===== src/rtl/cc_pkg.sv =====
package cc_pkg;

  typedef enum logic [1:0] {
    MODE_BRANCH = 2'b00,
    MODE_SET    = 2'b01,
    MODE_LOOP   = 2'b10,
    MODE_ALT    = 2'b11
  } cc_mode_e;

  typedef struct packed {
    logic n;
    logic z;
    logic v;
    logic c;
  } cc_flags_t;

  // Condition code decode; the code order is visible to software.
  function automatic logic cc_eval(input logic [3:0] sel, input cc_flags_t f);
    logic nv_same;
    logic r;
    nv_same = ~(f.n ^ f.v);
    unique case (sel)
      4'd0:  r = 1'b1;
      4'd1:  r = 1'b0;
      4'd2:  r = ~f.c & ~f.z;
      4'd3:  r = f.c | f.z;
      4'd4:  r = ~f.c;
      4'd5:  r = f.c;
      4'd6:  r = ~f.z;
      4'd7:  r = f.z;
      4'd8:  r = ~f.v;
      4'd9:  r = f.v;
      4'd10: r = ~f.n;
      4'd11: r = f.n;
      4'd12: r = nv_same;
      4'd13: r = ~nv_same;
      4'd14: r = nv_same & ~f.z;
      4'd15: r = f.z | ~nv_same;
      default: r = 1'b0;
    endcase
    return r;
  endfunction

endpackage


===== src/rtl/cc_cond_eval.sv =====
module cc_cond_eval
  import cc_pkg::*;
(
  input  logic [3:0] sel,
  input  cc_flags_t  flags,
  output logic       cond,
  output logic       signed_cls
);
  // Codes 12..15 form the signed class.
  assign signed_cls = sel[3] & sel[2];
  assign cond       = cc_eval(sel, flags);
endmodule


===== src/rtl/cc_loop_step.sv =====
module cc_loop_step
  import cc_pkg::*;
#(
  parameter int CNT_W  = 32,
  parameter int LOOP_W = 16
) (
  input  cc_mode_e           mode,
  input  logic               cond,
  input  logic [CNT_W-1:0]   cnt_in,
  output logic [CNT_W-1:0]   cnt_nxt,
  output logic               take_nxt,
  output logic               wrap_exit
);
  localparam int UPPER_W = CNT_W - LOOP_W;

  logic [LOOP_W-1:0] low_dec;
  logic              do_dec;

  assign do_dec  = (mode == MODE_LOOP) && !cond;
  assign low_dec = cnt_in[LOOP_W-1:0] - LOOP_W'(1);
  assign wrap_exit = do_dec && (low_dec == {LOOP_W{1'b1}});

  assign cnt_nxt[LOOP_W-1:0] = do_dec ? low_dec : cnt_in[LOOP_W-1:0];

  generate
    if (UPPER_W > 0) begin : g_upper
      assign cnt_nxt[CNT_W-1:LOOP_W] = cnt_in[CNT_W-1:LOOP_W];
    end
  endgenerate

  always_comb begin
    unique case (mode)
      MODE_SET:  take_nxt = 1'b0;
      MODE_LOOP: take_nxt = do_dec && !wrap_exit;
      default:   take_nxt = cond;
    endcase
  end
endmodule


===== src/rtl/cc_loop_unit.sv =====
module cc_loop_unit
  import cc_pkg::*;
#(
  parameter int CNT_W  = 32,
  parameter int LOOP_W = 16,
  parameter int FILL_W = 8
) (
  input  logic              clk,
  input  logic              rst_n,
  input  logic              in_valid,
  input  logic [1:0]        mode,
  input  logic [3:0]        cond_sel,
  input  logic              flag_n,
  input  logic              flag_z,
  input  logic              flag_v,
  input  logic              flag_c,
  input  logic [CNT_W-1:0]  count_in,
  output logic              out_valid,
  output logic              cond_true,
  output logic [FILL_W-1:0] fill_byte,
  output logic [CNT_W-1:0]  count_out,
  output logic              taken
);
  cc_flags_t        flags_w;
  cc_mode_e         mode_w;
  logic             cond_now;
  logic             signed_cls;
  logic [CNT_W-1:0] cnt_nxt;
  logic             take_nxt;
  logic             wrap_exit;

  assign flags_w = '{n: flag_n, z: flag_z, v: flag_v, c: flag_c};
  assign mode_w  = cc_mode_e'(mode);

  cc_cond_eval u_eval (
    .sel        (cond_sel),
    .flags      (flags_w),
    .cond       (cond_now),
    .signed_cls (signed_cls)
  );

  cc_loop_step #(.CNT_W(CNT_W), .LOOP_W(LOOP_W)) u_step (
    .mode      (mode_w),
    .cond      (cond_now),
    .cnt_in    (count_in),
    .cnt_nxt   (cnt_nxt),
    .take_nxt  (take_nxt),
    .wrap_exit (wrap_exit)
  );

  always_ff @(posedge clk) begin
    if (!rst_n) begin
      out_valid <= 1'b0;
      cond_true <= 1'b0;
      fill_byte <= '0;
      count_out <= '0;
      taken     <= 1'b0;
    end else begin
      out_valid <= in_valid;
      if (in_valid) begin
        cond_true <= cond_now;
        fill_byte <= {FILL_W{cond_now}};
        count_out <= cnt_nxt;
        taken     <= take_nxt;
      end
    end
  end
endmodule


===== config.mk =====
export PLATFORM = sky130hd
export DESIGN_NAME = cc_loop_unit
export DESIGN_NICKNAME = d
export VERILOG_FILES = /design/src/rtl/cc_pkg.sv /design/src/rtl/cc_cond_eval.sv /design/src/rtl/cc_loop_step.sv /design/src/rtl/cc_loop_unit.sv
export SDC_FILE = /design/constraint.sdc
export NUM_CORES = 1
export LEC_CHECK = 0
export BUFFER_PORTS_ARGS = -buffer_cell sky130_fd_sc_hd__buf_2
export CORE_MARGIN = 1
export CORE_UTILIZATION = 50
export CTS_BUF_LIST = sky130_fd_sc_hd__clkbuf_16
export CTS_CLUSTER_SIZE = 25
export DETAILED_ROUTE_END_ITERATION = 8
export PLACE_DENSITY = 0.81
export SETUP_SLACK_MARGIN = 0.2
export SLEW_MARGIN = 0
export SYNTH_ARGS = -nofsm -noshare
export SYNTH_HDL_FRONTEND = slang
export SYNTH_HIERARCHICAL = 1
export SYNTH_SLANG_ARGS = --single-unit

===== constraint.sdc =====
create_clock -name clk -period 2.9 [get_ports clk]
set_input_delay 0.29 -clock clk [delete_from_list [all_inputs] [get_ports clk]]
set_output_delay 0.29 -clock clk [all_outputs]
set_load 0.005 [all_outputs]

After elaboration in Yosys (flattened, before gate mapping)
Index checks and enable logic that the tools add are counted.
- add/sub/neg operators: 1
- equal/unequal tests: 18
- multiplexer cells: 3
- bitwise logic cells: 10
- reduce and logical (&&, ||, !) cells: 6
- operators with widths (kind ; count):
    equality test 4 bit, second input constant ; 8
    equality test 16 bit, second input constant ; 1
    equality test 4 x 3 -> 1 bit, second input constant ; 4
    two-way mux 16 bit ; 1
    one-hot mux 1 bit (16 select lines) ; 1
    subtractor 16 x 1 -> 16 bit, second input constant ; 1
    equality test 4 x 2 -> 1 bit, second input constant ; 2
    inverter 1 bit ; 5
    equality test 4 x 1 -> 1 bit, second input constant ; 1
    logical NOT 4 bit ; 1
    logical AND 1 bit ; 3
    AND 1 bit ; 2
    equality test 2 x 1 -> 1 bit, second input constant ; 1
    equality test 2 bit, second input constant ; 1
    logical NOT 1 bit ; 2
    bitwise OR 1 bit ; 2
    one-hot mux 1 bit (2 select lines) ; 1
    bitwise XOR 1 bit ; 1
- flip-flop bits (word level): 36
- input bits: 45
- output and inout bits: 43
- logic and storage cells: 43

Logic depth before layout (Yosys ltp)
- depth after elaboration: 10
- gate-level depth with buffers: 12

Hierarchy
Netlist, hierarchy kept.
- modules (own cells, without submodules) (module ; times used ; cells an instance ; area an instance (um^2)):
    cc_loop_unit ; 1 ; 119 ; 1402.6
    cc_loop_step ; 1 ; 108 ; 764.5
    cc_cond_eval ; 1 ; 27 ; 198.9

Least setup slack after synthesis
Ideal clock, no wire load.
- kind: input-to-reg
- from: input count_in[0]
- to: register taken
- setup time: 0.116 ns
- arrival: 2.246 ns
- required time: 2.784 ns
- path slack: 0.538 ns
- stages: 10
- buffers on the path: 0
- path through: inv_1 ha_1 nor2b_1 nand3_1 or4_1 a221o_1 nor4_2 o31ai_1 mux2i_1 nor2b_1
- word-level cells in the longest chain between the ends: 6
- ends and longest elaborated chain (item ; RTL line ; RTL):
    from (decl) ; cc_loop_unit.sv:17 ; input logic [CNT_W-1:0] count_in,
    subtractor 16 x 1 -> 16 bit ; cc_loop_step.sv:20 ; assign low_dec = cnt_in[LOOP_W-1:0] - LOOP_W'(1);
    equality test 16 bit ; cc_loop_step.sv:21 ; assign wrap_exit = do_dec && (low_dec == {LOOP_W{1'b1}});
    logical AND 1 bit ; cc_loop_step.sv:21 ;
    logical NOT 1 bit ; cc_loop_step.sv:34 ; MODE_LOOP: take_nxt = do_dec && !wrap_exit;
    logical AND 1 bit ; cc_loop_step.sv:34 ;
    one-hot mux 1 bit (2 select lines) ; cc_loop_step.sv:32 ; unique case (mode)
    via take_nxt ; cc_loop_unit.sv:29 ; logic take_nxt;
    to (signal assigned) ; cc_loop_unit.sv:64 ; taken <= take_nxt;
    to (decl) ; cc_loop_unit.sv:22 ; output logic taken
The timed path passes the listed nets, and every way through them passes these cells.
A chain may end at the register's enable or synchronous reset.

Final worst setup path
Ends and elaborated chain as after synthesis.

==> results.md <==
* Outcome: finished, violations left
* Violated checks: design-rule violations
* Final setup viols at 0
* Antenna Cells at 0
* Pre-CTS setup slack at 0.123 ns
* Setup Buffers After CTS at 0
* CP max FO at 5
* Core area at 0.00444 mm^2
* Largest stage delay on the critical path at 0.49 ns
* Most frequent CP cell: nor2b_1
* Cell family with most CP delay: simple AND/OR/NAND/NOR gates
* Mapped Nets at 300
* Critical R2R Launch: fill_byte[0]
* Most common cell after layout, fill and taps aside: buf_2
* Fin. Hold Viols at 0
* Crit-path cells: buf_2, inv_1, ha_1, nor2b_1, nand3_1, or4_1, a221o_1, nor4_2, o31ai_1, mux2i_1, nor2b_1
* Clock latency on the worst-skew pair at 0.27 ns
* Hold Crit Class: input port to flip-flop
* Die area at 0.00499 mm^2
* Most frequent cells in the layout: buf_2, mux2i_1, nor2b_1, dfxtp_1, xor2_1
* Min Tclk post-route at 2.40 ns
* Nets@finish at 358
* DRT iter0 DRCs at 95
* Worst path arrival time at 2.57 ns
* Slew Viols, Final at 0
* Clk sinks at 35
* Setup TNS at 0 ns
* Gpl congestion at 0.838
* Largest net degree at the start of global routing at 36
* VDD IR max at 278 uV
* Period utilization at 0.829
* Yosys warns at 6
* H-tree levels at 2
* DRC violations left at 18
* Root Driver: clkbuf_16
* Rel. slew slack at 0.344
* Data required, critical path at 3.06 ns
* Syn Inst Count at 252
* Die Width at 70.6 um
* Vias in the first global route at 1693
* Vias/cell at 5.19
* Mapped cell area at 0.00236 mm^2
* Critical path type: input port to flip-flop
* Placed Cells at 355
* Initial Util at 0.530
* Row count at 24
* Routed Antenna Nets at 0
* Die Y at 70.6 um
* Pre-antenna DRT Iters at 6
* Clock slew at reported path FFs at 0.06 ns
* # hold bufs at CTS at 0
* Worst-margin pin slew at 0.984 ns
* Worst clock skew at 0 ns
* WL per Instance at 12.7 um
* Leakage power at 1.29 nW
* CTS buffer count at 5
* Area grow syn2layout at 15.6%
* Initial antenna violation count at 0
* RSZ-0062 raised after global routing: no
* Power Total at 1.37 mW
* Share of cells above drive strength 1 at 0.344
* Core Util, Final at 0.613
* Via count at 1885
* Max Buffers Root-to-Sink at 2
* Syn_area_per_cell at 9.35 um^2
* Slack of the worst reg-to-reg path at 2.17 ns
* Pwr dens at 503 mW/mm^2
* Startpoint types: input port
* Global route total overflow at 0
* Port buffer count at 87
* Highest clock rate at 0.416 GHz
* Min-delay src: count_in[21]
* Routed WL at 4.62 mm
* HPWL Detailed at 3.38 mm
* Post-Layout Cell Count at 363
* Critical Path Source: count_in[0]
* Bufs and invs on worst path at 2
* Max stage delay cell, worst path: or4_1
* First-pass GRT wire length at 7.54 mm
* Final worst slack at 0.497 ns
* Boundary Pins at 88
* Total GRT Usage at 0.188
* Max_cap viols at 0
* CTS tree: done
* Worst setup EP type: flip-flop
## worst paths after layout
path | endpoint | cells past startpoint
setup / recovery | taken | 11
hold / removal | count_out[21] | 3
setup reg to reg | fill_byte[0] | 2
hold reg to reg | count_out[21] | 2
## sequential cells by signal, indices dropped and copies added (netlist names)
register,cells
count_out,32
out_valid,1
fill_byte,1
taken,1
## worst min-delay path: stages
cell and delay [ns]:
buf_2 0.07, mux2i_1 0.06, nor2b_1 0.09
## through the flow
stage                     instance area, um^2  hold WS (ns)
final                                    2720         0.274
after global routing                     2720         0.282
after CTS                                2720         0.278
after detailed placement                 2550         0.501
after global placement                   2550         0.492
after floorplan                          2360         0.418
## power breakdown
| group | internal (mW) | switching (mW) |
|---|---|---|
| registers | 0.511 | 0.0152 |
| clock network | 0.405 | 0.197 |
| logic | 0.121 | 0.120 |
| total | 1.04 | 0.332 |
## metal layers
metal	up-vias	GRT usage	wire, um
li1	961	-	-
met2	72	0.315	2160
met1	850	0.242	2130
met4	0	0.0467	17
met3	2	0.0513	308
met5	-	0	0
## repair_timing
action                     4_1_cts  5_1_grt
hold endpoints to repair         0        0
gates resized for setup          0        1
setup endpoints to repair        0        1
## final cells by class
cell class,count,area [um^2]
flip-flops and latches,35,701
clock inverters,3,43.8
fillers,387,1720
multi-input cells,174,1320
inverters,6,22.5
repair buffers,88,443
well taps,52,65.1
clock buffers,5,125
Note: power is estimated with default switching activity, not from simulation.
